`config.mk`:
```
export PLATFORM = sky130hd
export DESIGN_NAME = cb_span_counter
export DESIGN_NICKNAME = d
export VERILOG_FILES = /design/src/rtl/cbc_pkg.sv /design/src/rtl/cbc_size_sel.sv /design/src/rtl/cbc_loop_ctrl.sv /design/src/rtl/cb_span_counter.sv
export SDC_FILE = /design/constraint.sdc
export NUM_CORES = 1
export LEC_CHECK = 0
export BUFFER_PORTS_ARGS = -buffer_cell sky130_fd_sc_hd__buf_2
export CAP_MARGIN = 5
export CORE_MARGIN = 10
export CORE_UTILIZATION = 63
export CTS_CLUSTER_DIAMETER = 80
export DETAILED_ROUTE_END_ITERATION = 8
export HOLD_SLACK_MARGIN = 0.02
export PLACE_DENSITY = 0.85
export SYNTH_ARGS = -nofsm -noshare
export SYNTH_HDL_FRONTEND = slang
export SYNTH_SLANG_ARGS = --single-unit
```
`constraint.sdc`:
```
create_clock -name clk -period 10.7 [get_ports clk]
set_input_delay 0.535 -clock clk [delete_from_list [all_inputs] [get_ports clk]]
set_output_delay 0.535 -clock clk [all_outputs]
set_load 0.03 [all_outputs]
```
`src/rtl/cbc_pkg.sv`:
```
package cbc_pkg;

  typedef enum logic [1:0] {
    CBC_TENC = 2'b00,
    CBC_TDEC = 2'b01,
    CBC_LDEC = 2'b10,
    CBC_LENC = 2'b11
  } cbc_mode_e;

  localparam logic [31:0] CBC_CRC_BITS = 32'd24;

  // Bytes of payload carried by a block of k bits after optional CRC removal.
  function automatic logic [31:0] payload_bytes(input logic [31:0] k, input logic crc);
    logic [31:0] trimmed;
    trimmed = k - (crc ? CBC_CRC_BITS : 32'd0);
    return trimmed >> 3;
  endfunction

  // Three streams of (k + 4) bits, each padded to a 32-bit boundary.
  function automatic logic [31:0] triple_padded(input logic [31:0] k);
    logic [31:0] padded;
    padded = (k + 32'd35) & ~32'h1F;
    return padded * 32'd3;
  endfunction

  // Information bits of an LDPC block from its base graph and lifting size.
  function automatic logic [31:0] ldpc_info_bits(input logic g2, input logic [31:0] zc,
                                                 input logic [31:0] nf);
    logic [31:0] cols;
    cols = g2 ? 32'd10 : 32'd22;
    return cols * zc - nf;
  endfunction

endpackage

```
`src/rtl/cbc_size_sel.sv`:
```
module cbc_size_sel
  import cbc_pkg::*;
#(
  parameter int IDX_W = 8,
  parameter int SZ_W  = 24,
  parameter int ZC_W  = 9,
  parameter int NF_W  = 11,
  parameter int LEN_W = 32
) (
  input  logic [1:0]       mode,
  input  logic             crc_en,
  input  logic             bg2,
  input  logic [ZC_W-1:0]  lift_zc,
  input  logic [NF_W-1:0]  n_fill,
  input  logic [IDX_W-1:0] idx,
  input  logic [IDX_W-1:0] split,
  input  logic [SZ_W-1:0]  size_a,
  input  logic [SZ_W-1:0]  size_b,
  output logic             pick_a,
  output logic [LEN_W-1:0] cons
);

  logic [31:0] k_sel;
  logic [31:0] raw;

  assign pick_a = (idx < split);

  always_comb begin
    k_sel = pick_a ? 32'(size_a) : 32'(size_b);
    unique case (cbc_mode_e'(mode))
      CBC_TENC: raw = payload_bytes(k_sel, crc_en);
      CBC_TDEC: raw = triple_padded(k_sel);
      CBC_LDEC: raw = k_sel;
      CBC_LENC: raw = payload_bytes(ldpc_info_bits(bg2, 32'(lift_zc), 32'(n_fill)), crc_en);
      default:  raw = 32'd0;
    endcase
    cons = LEN_W'(raw);
  end

endmodule

```
`src/rtl/cbc_loop_ctrl.sv`:
```
module cbc_loop_ctrl #(
  parameter int IDX_W = 8,
  parameter int LEN_W = 32,
  parameter int CNT_W = 16
) (
  input  logic                    clk,
  input  logic                    rst_n,
  input  logic                    start,
  input  logic signed [LEN_W-1:0] in_len,
  input  logic [IDX_W-1:0]        idx_start,
  input  logic [IDX_W-1:0]        blk_total,
  input  logic [LEN_W-1:0]        cons,
  output logic [IDX_W-1:0]        idx_q,
  output logic [IDX_W-1:0]        total_q,
  output logic                    busy,
  output logic                    done,
  output logic                    step_fire,
  output logic [CNT_W-1:0]        count
);

  logic signed [LEN_W-1:0] rem_q;
  logic                    busy_q;
  logic                    done_q;
  logic [CNT_W-1:0]        cnt_q;
  logic                    accept;
  logic                    live;
  logic                    finish;
  logic                    init_ok;

  assign accept    = start && !busy_q;
  assign init_ok   = (in_len > 0) && (idx_start < blk_total);
  assign live      = busy_q && (rem_q > 0) && (idx_q < total_q);
  assign finish    = busy_q && !live;
  assign step_fire = live;

  always_ff @(posedge clk or negedge rst_n) begin
    if (!rst_n) begin
      rem_q   <= '0;
      idx_q   <= '0;
      total_q <= '0;
      cnt_q   <= '0;
      busy_q  <= 1'b0;
      done_q  <= 1'b0;
    end else begin
      done_q <= 1'b0;
      if (accept) begin
        rem_q   <= in_len;
        idx_q   <= idx_start;
        total_q <= blk_total;
        cnt_q   <= '0;
        if (init_ok) busy_q <= 1'b1;
        else         done_q <= 1'b1;
      end else if (live) begin
        rem_q <= rem_q - $signed(cons);
        idx_q <= idx_q + 1'b1;
        cnt_q <= cnt_q + 1'b1;
      end else if (finish) begin
        busy_q <= 1'b0;
        done_q <= 1'b1;
      end
    end
  end

  assign busy  = busy_q;
  assign done  = done_q;
  assign count = cnt_q;

endmodule

```
`src/rtl/cb_span_counter.sv`:
```
module cb_span_counter #(
  parameter int IDX_W = 8,
  parameter int LEN_W = 32,
  parameter int SZ_W  = 24,
  parameter int ZC_W  = 9,
  parameter int NF_W  = 11,
  parameter int CNT_W = 16
) (
  input  logic                    clk,
  input  logic                    rst_n,
  input  logic                    start,
  input  logic [1:0]              mode,
  input  logic                    crc_en,
  input  logic                    bg2,
  input  logic [ZC_W-1:0]         lift_zc,
  input  logic [NF_W-1:0]         n_fill,
  input  logic signed [LEN_W-1:0] in_len,
  input  logic [IDX_W-1:0]        idx_start,
  input  logic [IDX_W-1:0]        blk_total,
  input  logic [IDX_W-1:0]        blk_split,
  input  logic [SZ_W-1:0]         size_a,
  input  logic [SZ_W-1:0]         size_b,
  output logic                    busy,
  output logic                    done,
  output logic [CNT_W-1:0]        cb_count
);

  logic [1:0]       mode_q;
  logic             crc_q;
  logic             bg2_q;
  logic [ZC_W-1:0]  zc_q;
  logic [NF_W-1:0]  nf_q;
  logic [IDX_W-1:0] split_q;
  logic [SZ_W-1:0]  a_q;
  logic [SZ_W-1:0]  b_q;

  logic [IDX_W-1:0] idx_q;
  logic [IDX_W-1:0] total_q;
  logic [LEN_W-1:0] cons;
  logic             pick_a;
  logic             step_fire;
  logic             cfg_load;

  assign cfg_load = start && !busy;

  always_ff @(posedge clk or negedge rst_n) begin
    if (!rst_n) begin
      mode_q  <= '0;
      crc_q   <= 1'b0;
      bg2_q   <= 1'b0;
      zc_q    <= '0;
      nf_q    <= '0;
      split_q <= '0;
      a_q     <= '0;
      b_q     <= '0;
    end else if (cfg_load) begin
      mode_q  <= mode;
      crc_q   <= crc_en;
      bg2_q   <= bg2;
      zc_q    <= lift_zc;
      nf_q    <= n_fill;
      split_q <= blk_split;
      a_q     <= size_a;
      b_q     <= size_b;
    end
  end

  cbc_size_sel #(
    .IDX_W(IDX_W), .SZ_W(SZ_W), .ZC_W(ZC_W), .NF_W(NF_W), .LEN_W(LEN_W)
  ) u_size (
    .mode   (mode_q),
    .crc_en (crc_q),
    .bg2    (bg2_q),
    .lift_zc(zc_q),
    .n_fill (nf_q),
    .idx    (idx_q),
    .split  (split_q),
    .size_a (a_q),
    .size_b (b_q),
    .pick_a (pick_a),
    .cons   (cons)
  );

  cbc_loop_ctrl #(
    .IDX_W(IDX_W), .LEN_W(LEN_W), .CNT_W(CNT_W)
  ) u_loop (
    .clk      (clk),
    .rst_n    (rst_n),
    .start    (start),
    .in_len   (in_len),
    .idx_start(idx_start),
    .blk_total(blk_total),
    .cons     (cons),
    .idx_q    (idx_q),
    .total_q  (total_q),
    .busy     (busy),
    .done     (done),
    .step_fire(step_fire),
    .count    (cb_count)
  );

endmodule

```
==> impl_metrics.toml <==
[setup_path]
timing.rr.start = "bg2_q"
rr_endpoint = "u_loop.rem_q[29]"
crit_path_max_fanout = 19
worst-endpoint-arrival_ns = 8.19
timing.critical_path.slowest_stage_cell = "sky130_fd_sc_hd__dfrtp_1"
worstSetupEndpointType = "flip-flop"
path_class = "flip-flop to flip-flop"
cp-start-kind = "flip-flop"
r2r_cells = 28
rrSetupSlack_ns = 2.81
required_ns = 11.01
timing.critical_path.slowest_cell_delay_ns = 0.65

[yosys]
synth.distinct_cells = 85
dominantRegCellSynth = "sky130_fd_sc_hd__dfrtp_1"
synth-seq-cells = 146
synth_edf_count = 0
avg_inst_size_synth_um2 = 8.28
ys.warnings.count = 0
postSynthCellCount = 1509
synthesis.area_um2 = 12500
syn-num-nets = 1779
async_reset_ff_share_pct = 100
synth-seq-area-share_pct = 29.2

[sta]
final_max_slew_viol_count = 0
layout_min_cycle_time_ns = 7.89
hold_ws_ns = 0.130
finalHoldViolCount = 0
postLayoutSetupSlackWorst_ns = 2.81
maxSlewHeadroom_pct = 40.4
setup_viol = 0
setup_tns_ns = 0
final.period_utilization_pct = 73.7
clock_skew_ns = 0.0109
grt_setup_unrepaired = "no"
achievable-frequency_mhz = 127
worst-slew-pin-transition_ns = 0.869

[drt]
drc = 0
detailedRoute.firstPassIterationCount = 5
detail_route.wirelength_um = 32800
via_per_inst = 6.01
initialDrtViolationCount = 959
route.antenna.remaining_nets = 0
routedWlPerCell_um = 17.3
via_count = 11400

[power]
power.density_nw_per_um2 = 312
power.leakage_nw = 6.86
irDropWorstVdd_uv = 191
totalPowerFinal_mw = 4.36

[die]
top_level_ports = 149
design.die.area_um2 = 25900
die_w_um = 161
initial_utilization_pct = 64.2
die_h_um = 161
core_area_um2 = 19500
num_rows = 51

[cts]
cts.clk_slew.worst_paths_ns = 0.07
cts_max_level = 4
clock_buffer_count_from_cts = 17
post_cts_resize_count = 0
later_pin_clock_latency_in_the_skew_report_ns = 0.44
ctsLongestPathBuffers = 2
sinks_on_the_clock_net = 146
clk_root_buffer_cell = "sky130_fd_sc_hd__clkbuf_16"
tritoncts_clock_tree = "built"
cts.repair_timing.setup_buffer_count = 0
holdBufCountCts = 0

[place]
place.gp.congestion = 0.964
port_buffers = 148
hpwl_um = 24700
pre_cts_ws_ns = 2.91
placed_instances = 1862
placed_cell_area_um2 = 13400

[min_path]
holdCritPathClass = "input port to async pin"

[global_routing]
gr-total-overflow = 0
grtUsageTotal_pct = 24.8
grt_max_degree = 96
vias_in_the_first_global_route = 11100
grt_pass1_wl_um = 53900
grt_antenna_before_repair = 0

[cells_and_area]
final-instance-count-excl-fill = 1894
final_design_area_no_fill_um2 = 14000
design.final.nets = 1886
area_growth_syn_to_layout_pct = 11.9
nFillCells = 1473
finalCoreUtilization_pct = 71.8
antennaDiodeCount = 0
layout-drive-gt1-share_pct = 13.5

[run_status]
status = "complete, no violations"

[flow_run]
max_cap_viol = 0
==> placed cells by master, fill, tap and decap left out, types with 6 or more instances in the layout <==
| master | netlist | layout |
|---|---|---|
| sky130_fd_sc_hd__nor3_1 | 10 | 10 |
| sky130_fd_sc_hd__nor2_1 | 103 | 103 |
| sky130_fd_sc_hd__nand2_1 | 311 | 311 |
| sky130_fd_sc_hd__nand3b_1 | 6 | 6 |
| sky130_fd_sc_hd__a22oi_1 | 19 | 19 |
| sky130_fd_sc_hd__clkbuf_16 | 0 | 17 |
| sky130_fd_sc_hd__xor2_1 | 42 | 42 |
| sky130_fd_sc_hd__and3_1 | 16 | 16 |
| sky130_fd_sc_hd__o211ai_1 | 8 | 8 |
| sky130_fd_sc_hd__fa_1 | 23 | 23 |
| sky130_fd_sc_hd__and2_1 | 8 | 8 |
| sky130_fd_sc_hd__dfrtp_1 | 146 | 146 |
| sky130_fd_sc_hd__a21oi_1 | 62 | 62 |
| sky130_fd_sc_hd__a21o_1 | 33 | 33 |
| sky130_fd_sc_hd__a211oi_1 | 15 | 15 |
| sky130_fd_sc_hd__ha_1 | 116 | 116 |
| sky130_fd_sc_hd__buf_2 | 5 | 147 |
| sky130_fd_sc_hd__inv_1 | 80 | 80 |
| sky130_fd_sc_hd__nor4_1 | 18 | 18 |
| sky130_fd_sc_hd__xnor2_1 | 50 | 50 |
| sky130_fd_sc_hd__nand2b_1 | 31 | 30 |
| sky130_fd_sc_hd__a221o_1 | 17 | 17 |
| sky130_fd_sc_hd__o21bai_1 | 9 | 9 |
| sky130_fd_sc_hd__mux2i_1 | 23 | 23 |
| sky130_fd_sc_hd__o21ai_0 | 97 | 96 |
| sky130_fd_sc_hd__nand4_1 | 13 | 13 |
| sky130_fd_sc_hd__buf_4 | 0 | 10 |
| sky130_fd_sc_hd__nand3_1 | 31 | 31 |
| sky130_fd_sc_hd__or3_1 | 11 | 11 |
| sky130_fd_sc_hd__a31oi_1 | 11 | 11 |
| sky130_fd_sc_hd__o21a_1 | 10 | 10 |
| sky130_fd_sc_hd__nor2b_1 | 15 | 14 |
==> cells in the mapped netlist, types with 9 or more instances <==
master,n,area share (%)
sky130_fd_sc_hd__o21a_1,10,0.60
sky130_fd_sc_hd__o21bai_1,9,0.54
sky130_fd_sc_hd__nor3_1,10,0.40
sky130_fd_sc_hd__xor2_1,42,2.9
sky130_fd_sc_hd__nor2_1,103,3.1
sky130_fd_sc_hd__a221o_1,17,1.4
sky130_fd_sc_hd__xnor2_1,50,3.5
sky130_fd_sc_hd__nand2_1,311,9.3
sky130_fd_sc_hd__mux2i_1,23,1.8
sky130_fd_sc_hd__ha_1,116,12
sky130_fd_sc_hd__nor2b_1,15,0.75
sky130_fd_sc_hd__clkbuf_1,62,1.9
sky130_fd_sc_hd__and3_1,16,0.80
sky130_fd_sc_hd__a21oi_1,62,2.5
sky130_fd_sc_hd__a21o_1,33,2.0
sky130_fd_sc_hd__a31oi_1,11,0.55
sky130_fd_sc_hd__nor4_1,18,0.90
sky130_fd_sc_hd__fa_1,23,3.7
sky130_fd_sc_hd__inv_1,80,2.4
sky130_fd_sc_hd__o21ai_0,97,3.9
sky130_fd_sc_hd__dfrtp_1,146,29
sky130_fd_sc_hd__or3_1,11,0.55
sky130_fd_sc_hd__a22oi_1,19,1.1
sky130_fd_sc_hd__a211oi_1,15,0.90
sky130_fd_sc_hd__nand2b_1,31,1.6
sky130_fd_sc_hd__nand3_1,31,1.2
sky130_fd_sc_hd__nand4_1,13,0.65
==> power breakdown <==
part	switching (mW)	internal (mW)	total [mW]
Sequential	0.120	0.657	0.777
Clock	0.269	0.337	0.606
Combinational	1.70	1.28	2.97
Total	2.09	2.27	4.36
==> cells by family after synthesis <==
kind of cell               Yosys count  share of synthesized area (%)
AOI/OAI and AO/OA                  350                           19.4
adders and majority gates          139                           15.3
DFF                                146                           29.2
buffers and inverters              152                           4.62
other                                1                         0.0300
and+or+nand+nor                    593                           21.4
muxes                               36                           3.55
xor gates and xnor gates            92                           6.45
==> metal layers <==
layer	share of wire [%]	vias up	track usage [%]
met5	0	-	0
met4	1.4	0	6.00
met3	7.2	45	6.19
met2	46	379	39.0
met1	46	5443	33.5
li1	-	5513	-
==> state kept, by name, summed over array words and instances, names as in the netlist, 8 cells and up <==
signal,flops
split_q,8
a_q,24
u_loop.total_q,8
u_loop.count,16
zc_q,9
u_loop.idx_q,8
nf_q,11
u_loop.rem_q,32
b_q,24
==> layout make-up <==
cell class	count	area (um2)	area share (%)
Multi-Input combinational cell	1211	8290	59.3
Sequential cell	146	3650	26.1
Timing Repair Buffer	158	822	5.88
Clock buffer	20	457	3.27
Tap cell	265	332	2.37
Inverter	82	308	2.20
Clock inverter	12	123	0.877
==> worst max-delay path: cells and delay by family (launching register included) <==
kind | cells | cell delay, ns
AOI/OAI and AO/OA | 15 | 3.45
adders and majority gates | 7 | 2.76
buffers and inverters | 2 | 0.11
DFF | 1 | 0.65
muxes | 1 | 0.46
and+or+nand+nor | 3 | 0.30
==> how the worst max path moves through the flow <==
stage / start / to / slack (ns) / depth (start not counted)
after floorplan: bg2_q / u_loop.rem_q[29] / 3.66 / 29
after global placement: bg2_q / u_loop.rem_q[29] / 3.19 / 28
after detailed placement: bg2_q / u_loop.rem_q[29] / 2.91 / 28
after CTS: bg2_q / u_loop.rem_q[29] / 2.86 / 28
after global routing: bg2_q / u_loop.rem_q[29] / 2.30 / 28
final: bg2_q / u_loop.rem_q[29] / 2.81 / 28
No activity file was read; power rests on OpenSTA's default activity.
